$ cat src/rtl/slck_pkg.sv
package slck_pkg;
  localparam int          CTRL_ADDR = 'h00;
  localparam int          PRE_ADDR  = 'h08;
  localparam int          GATE_ADDR = 'h60;
  localparam logic [15:0] CTRL_KEY  = 16'h16AA;
  localparam int          CB_SEL    = 0;
  localparam int          CB_EXTEN  = 4;
  localparam int          CB_BYP    = 15;
  localparam int          BUSY_W    = 3;
endpackage

$ cat src/rtl/slck_regs.sv
module slck_regs
  import slck_pkg::*;
#(
  parameter int ADDR_W = 8,
  parameter int PRE_W  = 5
) (
  input  logic              clk,
  input  logic              rst_n,
  input  logic [ADDR_W-1:0] bus_addr,
  input  logic [31:0]       bus_wdata,
  input  logic              bus_wr,
  input  logic [BUSY_W-1:0] busy,
  output logic [31:0]       bus_rdata,
  output logic              sel_o,
  output logic              ext_en_o,
  output logic              byp_o,
  output logic [PRE_W-1:0]  pre_o,
  output logic              gate_o
);
  logic             sel_q, ext_q, byp_q, gate_q;
  logic             sel_d, ext_d, byp_d, gate_d;
  logic [PRE_W-1:0] pre_q, pre_d;
  logic             hit_ctrl, hit_pre, hit_gate, key_ok;
  logic             ctrl_en, pre_en, gate_en;
  logic             unused_wdata;

  assign unused_wdata = ^bus_wdata;

  always_comb begin
    hit_ctrl = bus_addr == ADDR_W'(CTRL_ADDR);
    hit_pre  = bus_addr == ADDR_W'(PRE_ADDR);
    hit_gate = bus_addr == ADDR_W'(GATE_ADDR);
    key_ok   = bus_wdata[31:16] == CTRL_KEY;
    ctrl_en  = bus_wr && hit_ctrl && key_ok;
    pre_en   = bus_wr && hit_pre;
    gate_en  = bus_wr && hit_gate;
    sel_d    = bus_wdata[CB_SEL];
    ext_d    = bus_wdata[CB_EXTEN];
    byp_d    = bus_wdata[CB_BYP];
    pre_d    = bus_wdata[PRE_W-1:0];
    gate_d   = bus_wdata[0];
  end

  always_ff @(posedge clk or negedge rst_n) begin
    if (!rst_n) begin
      sel_q  <= 1'b0;
      ext_q  <= 1'b0;
      byp_q  <= 1'b0;
      pre_q  <= '0;
      gate_q <= 1'b0;
    end else begin
      if (ctrl_en) begin
        sel_q <= sel_d;
        ext_q <= ext_d;
        byp_q <= byp_d;
      end
      if (pre_en)  pre_q  <= pre_d;
      if (gate_en) gate_q <= gate_d;
    end
  end

  always_comb begin
    bus_rdata = '0;
    if (hit_ctrl) begin
      bus_rdata[CB_SEL]   = sel_q;
      bus_rdata[CB_EXTEN] = ext_q;
      bus_rdata[CB_BYP]   = byp_q;
      bus_rdata[9:7]      = busy;
    end else if (hit_pre) begin
      bus_rdata[PRE_W-1:0] = pre_q;
    end else if (hit_gate) begin
      bus_rdata[0] = gate_q;
    end
  end

  assign sel_o    = sel_q;
  assign ext_en_o = ext_q;
  assign byp_o    = byp_q;
  assign pre_o    = pre_q;
  assign gate_o   = gate_q;

  // a control write with a wrong key leaves the control bits alone
  p_bad_key_ignored_r2: assert property (@(posedge clk) disable iff (!rst_n)
    (bus_wr && hit_ctrl && !key_ok) |=> ($stable(sel_q) && $stable(ext_q) && $stable(byp_q)));

  // a keyed control write lands in the next cycle
  p_keyed_write_r2: assert property (@(posedge clk) disable iff (!rst_n)
    (bus_wr && hit_ctrl && key_ok) |=> (sel_q == $past(bus_wdata[CB_SEL]) &&
                                        byp_q == $past(bus_wdata[CB_BYP])));

  // the prescaler only moves on a write to its own offset
  p_pre_hold_r11: assert property (@(posedge clk) disable iff (!rst_n)
    !(bus_wr && hit_pre) |=> $stable(pre_q));
endmodule

$ cat src/rtl/slck_fixdiv.sv
module slck_fixdiv #(
  parameter int FIX_DIV = 32
) (
  input  logic clk,
  input  logic rst_n,
  output logic tick_o,
  output logic sq_o
);
  generate
    if (FIX_DIV == 1) begin : g_bypass
      assign tick_o = 1'b1;
      assign sq_o   = clk;
    end else begin : g_count
      localparam int CNT_W = $clog2(FIX_DIV);
      logic [CNT_W-1:0] cnt_q, cnt_d;

      always_comb cnt_d = cnt_q + 1'b1;

      always_ff @(posedge clk or negedge rst_n) begin
        if (!rst_n) cnt_q <= '0;
        else        cnt_q <= cnt_d;
      end

      assign tick_o = &cnt_q;
      assign sq_o   = cnt_q[CNT_W-1];

      // the fixed stage never emits two ticks back to back
      p_tick_spacing_r5: assert property (@(posedge clk) disable iff (!rst_n)
        tick_o |=> !tick_o);
    end
  endgenerate
endmodule

$ cat src/rtl/slck_progdiv.sv
module slck_progdiv #(
  parameter int W = 5
) (
  input  logic         clk,
  input  logic         rst_n,
  input  logic         tick_i,
  input  logic         fix_sq_i,
  input  logic [W-1:0] ratio_m1_i,
  output logic         clk_o
);
  logic [W-1:0] cnt_q, cnt_d;
  logic         out_q, out_d;
  logic [W:0]   half;

  always_comb begin
    cnt_d = (cnt_q >= ratio_m1_i) ? '0 : cnt_q + 1'b1;
    half  = ({1'b0, ratio_m1_i} + (W+1)'(2)) >> 1;
    out_d = {1'b0, cnt_d} < half;
  end

  always_ff @(posedge clk or negedge rst_n) begin
    if (!rst_n) begin
      cnt_q <= '0;
      out_q <= 1'b0;
    end else if (tick_i) begin
      cnt_q <= cnt_d;
      out_q <= out_d;
    end
  end

  assign clk_o = (ratio_m1_i == '0) ? fix_sq_i : out_q;

  // the divided output only moves on a tick from the fixed stage
  p_hold_between_ticks_r5: assert property (@(posedge clk) disable iff (!rst_n)
    !tick_i |=> $stable(out_q));
endmodule

$ cat src/rtl/slow_clk_sel.sv
module slow_clk_sel
  import slck_pkg::*;
#(
  parameter int ADDR_W  = 8,
  parameter int PRE_W   = 5,
  parameter int FIX_DIV = 32
) (
  input  logic              clk_rc_i,
  input  logic              rst_n_i,
  input  logic [ADDR_W-1:0] bus_addr_i,
  input  logic [31:0]       bus_wdata_i,
  input  logic              bus_wr_i,
  output logic [31:0]       bus_rdata_o,
  input  logic [2:0]        busy_i,
  input  logic              osc_ext_i,
  output logic              osc_ext_en_o,
  output logic              fallback_off_o,
  output logic              slow_clk_o,
  output logic              gated_clk_o
);
  logic             rst_meta_q, rst_sync_q;
  logic             sel, gate, tick, fix_sq, int_clk;
  logic [PRE_W-1:0] pre;

  always_ff @(posedge clk_rc_i or negedge rst_n_i) begin
    if (!rst_n_i) begin
      rst_meta_q <= 1'b0;
      rst_sync_q <= 1'b0;
    end else begin
      rst_meta_q <= 1'b1;
      rst_sync_q <= rst_meta_q;
    end
  end

  slck_regs #(.ADDR_W(ADDR_W), .PRE_W(PRE_W)) u_regs (
    .clk       (clk_rc_i),
    .rst_n     (rst_sync_q),
    .bus_addr  (bus_addr_i),
    .bus_wdata (bus_wdata_i),
    .bus_wr    (bus_wr_i),
    .busy      (busy_i),
    .bus_rdata (bus_rdata_o),
    .sel_o     (sel),
    .ext_en_o  (osc_ext_en_o),
    .byp_o     (fallback_off_o),
    .pre_o     (pre),
    .gate_o    (gate)
  );

  slck_fixdiv #(.FIX_DIV(FIX_DIV)) u_fix (
    .clk    (clk_rc_i),
    .rst_n  (rst_sync_q),
    .tick_o (tick),
    .sq_o   (fix_sq)
  );

  slck_progdiv #(.W(PRE_W)) u_prog (
    .clk        (clk_rc_i),
    .rst_n      (rst_sync_q),
    .tick_i     (tick),
    .fix_sq_i   (fix_sq),
    .ratio_m1_i (pre),
    .clk_o      (int_clk)
  );

  assign slow_clk_o  = sel ? osc_ext_i : int_clk;
  assign gated_clk_o = slow_clk_o & gate;
endmodule

$ cat config.mk
export PLATFORM = sky130hd
export DESIGN_NAME = slow_clk_sel
export DESIGN_NICKNAME = d
export VERILOG_FILES = /design/src/rtl/slck_pkg.sv /design/src/rtl/slck_regs.sv /design/src/rtl/slck_fixdiv.sv /design/src/rtl/slck_progdiv.sv /design/src/rtl/slow_clk_sel.sv
export SDC_FILE = /design/constraint.sdc
export NUM_CORES = 1
export LEC_CHECK = 0
export BUFFER_PORTS_ARGS = -buffer_cell sky130_fd_sc_hd__buf_2
export CORE_MARGIN = 2
export CORE_UTILIZATION = 45
export CTS_CLUSTER_DIAMETER = 50
export DETAILED_ROUTE_END_ITERATION = 8
export PLACE_DENSITY = 0.9
export SETUP_SLACK_MARGIN = 0.05
export SYNTH_ARGS = -nofsm -noshare
export SYNTH_HDL_FRONTEND = slang
export SYNTH_SLANG_ARGS = --single-unit
$ cat constraint.sdc
create_clock -name clk_rc_i -period 1.35 [get_ports clk_rc_i]
set_input_delay 0.135 -clock clk_rc_i [delete_from_list [all_inputs] [get_ports clk_rc_i]]
set_output_delay 0.135 -clock clk_rc_i [all_outputs]
set_load 0.05 [all_outputs]
==> impl_metrics.py <==
metrics = {
    "place": {
        "gp_congestion": 0.872,
        "placed_area_mm2": 0.00206,
        "dpl.cell_count": 284,
        "dp_hpwl_mm": 2.89,
        "io_buffers": 49,
    },
    "floorplanning": {
        "die_area_mm2": 0.00404,
        "fp.dieW_um": 63.6,
        "rows": 21,
        "ioPinCount": 83,
        "dieHeight_um": 63.6,
        "start_util": 0.475,
        "coreArea_mm2": 0.00336,
    },
    "sta": {
        "finClkSkew_ns": 0.0152,
        "finalSetupViolations": 12,
        "report.final.slew_viol_count": 0,
        "rsz0062_at_grt": "true",
        "hold_violations": 0,
        "period_needed_ns": 2.57,
        "clock.fmax_mhz": 389,
        "setup_slack_ns": -1.22,
        "fin_crit_sh": 1.91,
    },
    "critical_path": {
        "setup.worst_path.end_class": "flop",
        "path_class": "reg2reg",
        "start_kind": "flop",
        "cp.arrival_ns": 2.86,
        "r2r_cells": 11,
        "worst_path_max_delay_cell": "dfrtp_1",
        "reg2reg_to": "u_prog.out_q",
        "timing.reg2reg.setup_slack_ns": -1.22,
        "critPathRequiredTime_ns": 1.64,
        "critPathMaxStageDelay_ns": 0.41,
        "rr_startpoint": "u_regs.pre_o[2]",
        "cp_max_fo": 5,
        "crit_chain": "inv_2, ha_4, a211o_1, a31oi_4, o21bai_4, a21oi_2, ha_1, a21o_1, a211oi_2, o32ai_1, o21ba_2",
    },
    "drt": {
        "drt-initial-drc-count": 46,
        "drt-wirelength-per-cell_um": 16.1,
        "drt-total-wl_mm": 4.74,
        "routed-wl-met2_mm": 2.80,
        "highest_layer": "met4",
        "drc": 0,
        "vias_per_cell": 5.13,
        "firstDrtPassIters": 4,
        "routed-via-count": 1513,
        "wl_met1_mm": 1.60,
        "route.met3.wl_um": 178,
        "antenna_left": 0,
    },
    "synth": {
        "yosysWarningCount": 0,
        "yosys-top-cells-area": "dfrtp_1 34%, buf_4 11%, ha_1 10%",
        "ys_seq_area_frac": 0.345,
        "ys_ff_latch": 22,
        "ys_async_sr_fraction": 1.00,
        "synth_area_per_cell_um2": 9.73,
        "syn_inst": 164,
        "synth_top_area_frac": 0.345,
        "synth_cell_types": 42,
        "synth_edf_count": 0,
        "yosys_most_used_dff": "dfrtp_1",
        "yosys.area.top_type": "dfrtp_1",
        "netlist_area_mm2": 0.00160,
    },
    "cts": {
        "path_clk_slew_ns": 0.13,
        "cts_tree": "yes",
        "insertion_delay_ns": 0.33,
        "cts_buffers": 3,
        "root_buffer": "clkbuf_4",
        "clock_path_buffers": 2,
        "cts.sinks": 22,
        "cts-htree-levels": 1,
    },
    "layout": {
        "fill_cells": 236,
        "final_common_cell": "buf_2",
        "regArea_um2": 551,
        "synthToLayoutAreaGrowth_pct": 52.4,
        "drive_above_1_share": 0.534,
        "final_cells": 295,
        "final_cell_mix": "34 x buf_2, 28 x buf_4, 24 x conb_1",
        "fin_nets": 310,
        "multi_input_area_mm2": 0.00109,
        "antenna_cells": 0,
        "final_area_mm2": 0.00243,
    },
    "worst_hold_path": {
        "worstHoldStart": "bus_wdata_i[15]",
        "hold_end": "u_regs.byp_o",
        "hold_class": "in2reg",
        "hold-path-cell-count": 2,
    },
    "global_route": {
        "grt_pass1_vias": 1648,
        "grt_max_degree": 13,
        "grt_pass1_wl_mm": 7.10,
        "overflow": 0,
        "track_usage": 0.224,
        "antenna_found_initial": 0,
    },
    "status": {
        "violations": "setup timing",
        "status": "finished, violations left",
    },
    "pwr": {
        "ir_worst_vdd_uv": 544,
        "p_leak_nw": 1.19,
        "p_per_area_mw_per_mm2": 680,
    },
    "job": {
        "maxCapViolCount": 0,
    },
}
==> power by group <==
part	internal, W	total, W	switching [W]
Sequential	0.000684	0.000705	0.0000216
Clock	0.000166	0.000383	0.000218
Combinational	0.000227	0.000565	0.000338
==> what timing repair did <==
item / 4_1_cts / 5_1_grt
endpoints found under the setup margin: 16 / 17
pin swaps: 13 / 17
resized for setup: 46 / 29
buffers inserted: 5 / 7
hold buffers: 1 / 0
endpoints found under the hold margin: 2 / 0
gates cloned: 0 / 0
==> kinds of logic after synthesis <==
kind of cell / synth area share
AO/OA/AOI/OAI: 0.0980
multiplexers: 0.0697
flip-flops: 0.345
AND/OR/NAND/NOR: 0.205
adder cells (fa/ha/maj): 0.102
other: 0.00470
buffers and inverters: 0.143
XOR/XNOR: 0.0329
==> per-stage QoR <==
| step | util | TNS, ns | hold slack (ns) | total power [W] | setup WS, ns |
|---|---|---|---|---|---|
| floorplan | - | -2.17 | -0.161 | 0.00108 | -1.03 |
| global placement | 0.612 | -4.47 | -0.0789 | 0.00115 | -0.974 |
| detailed placement | 0.612 | -5.41 | -0.0764 | 0.00116 | -1.07 |
| CTS | 0.683 | -3.78 | 0.0328 | 0.00159 | -1.01 |
| global route | 0.724 | -5.09 | 0.0188 | 0.00173 | -1.27 |
| finish | 0.724 | -4.47 | 0.0216 | 0.00165 | -1.22 |
==> worst max-delay path by stage <==
stage / start / to / depth (start not counted)
finish: u_regs.pre_o[2] / u_prog.out_q / 11
global route: u_regs.pre_o[2] / u_prog.out_q / 11
CTS: u_regs.pre_o[2] / u_prog.out_q / 11
detailed placement: u_prog.cnt_q[2] / u_prog.out_q / 10
global placement: u_prog.cnt_q[2] / u_prog.out_q / 10
floorplan: u_prog.cnt_q[2] / u_prog.out_q / 10
==> worst max-delay path, delay by kind of cell (launching register included) <==
family	cells	cell delay, ns
flops	1	0.41
buf+inv	1	0.08
fa+ha+maj	2	0.48
compound gates	8	1.55
==> area by class of cell <==
cell class	instances	share of cell area
clock buffer	4	0.0149
inverter	14	0.0216
multi-input combinational	126	0.450
sequential	22	0.226
tap	46	0.0237
timing repair buffer	83	0.264
==> metal layers <==
layer	vias up	track usage
met4	0	0.0870
met5	-	0
li1	704	-
met3	17	0.0464
met2	55	0.438
met1	737	0.229
==> cells in the mapped netlist, types with 2 or more instances <==
master / number
buf_4: 23
dfrtp_1: 22
inv_1: 14
ha_1: 13
nand2_1: 8
nor2_1: 7
mux2_2: 6
and3_1: 5
nand3_1: 5
xnor2_1: 5
a21oi_1: 4
nand2b_1: 4
o21ai_0: 4
and2_1: 3
mux2_1: 3
nor4_4: 3
o22ai_1: 3
a211oi_1: 2
conb_1: 2
nand4_1: 2
nor3_1: 2
nor3b_1: 2
nor4bb_1: 2
o21bai_1: 2
Note: power is estimated with default switching activity, not from simulation.
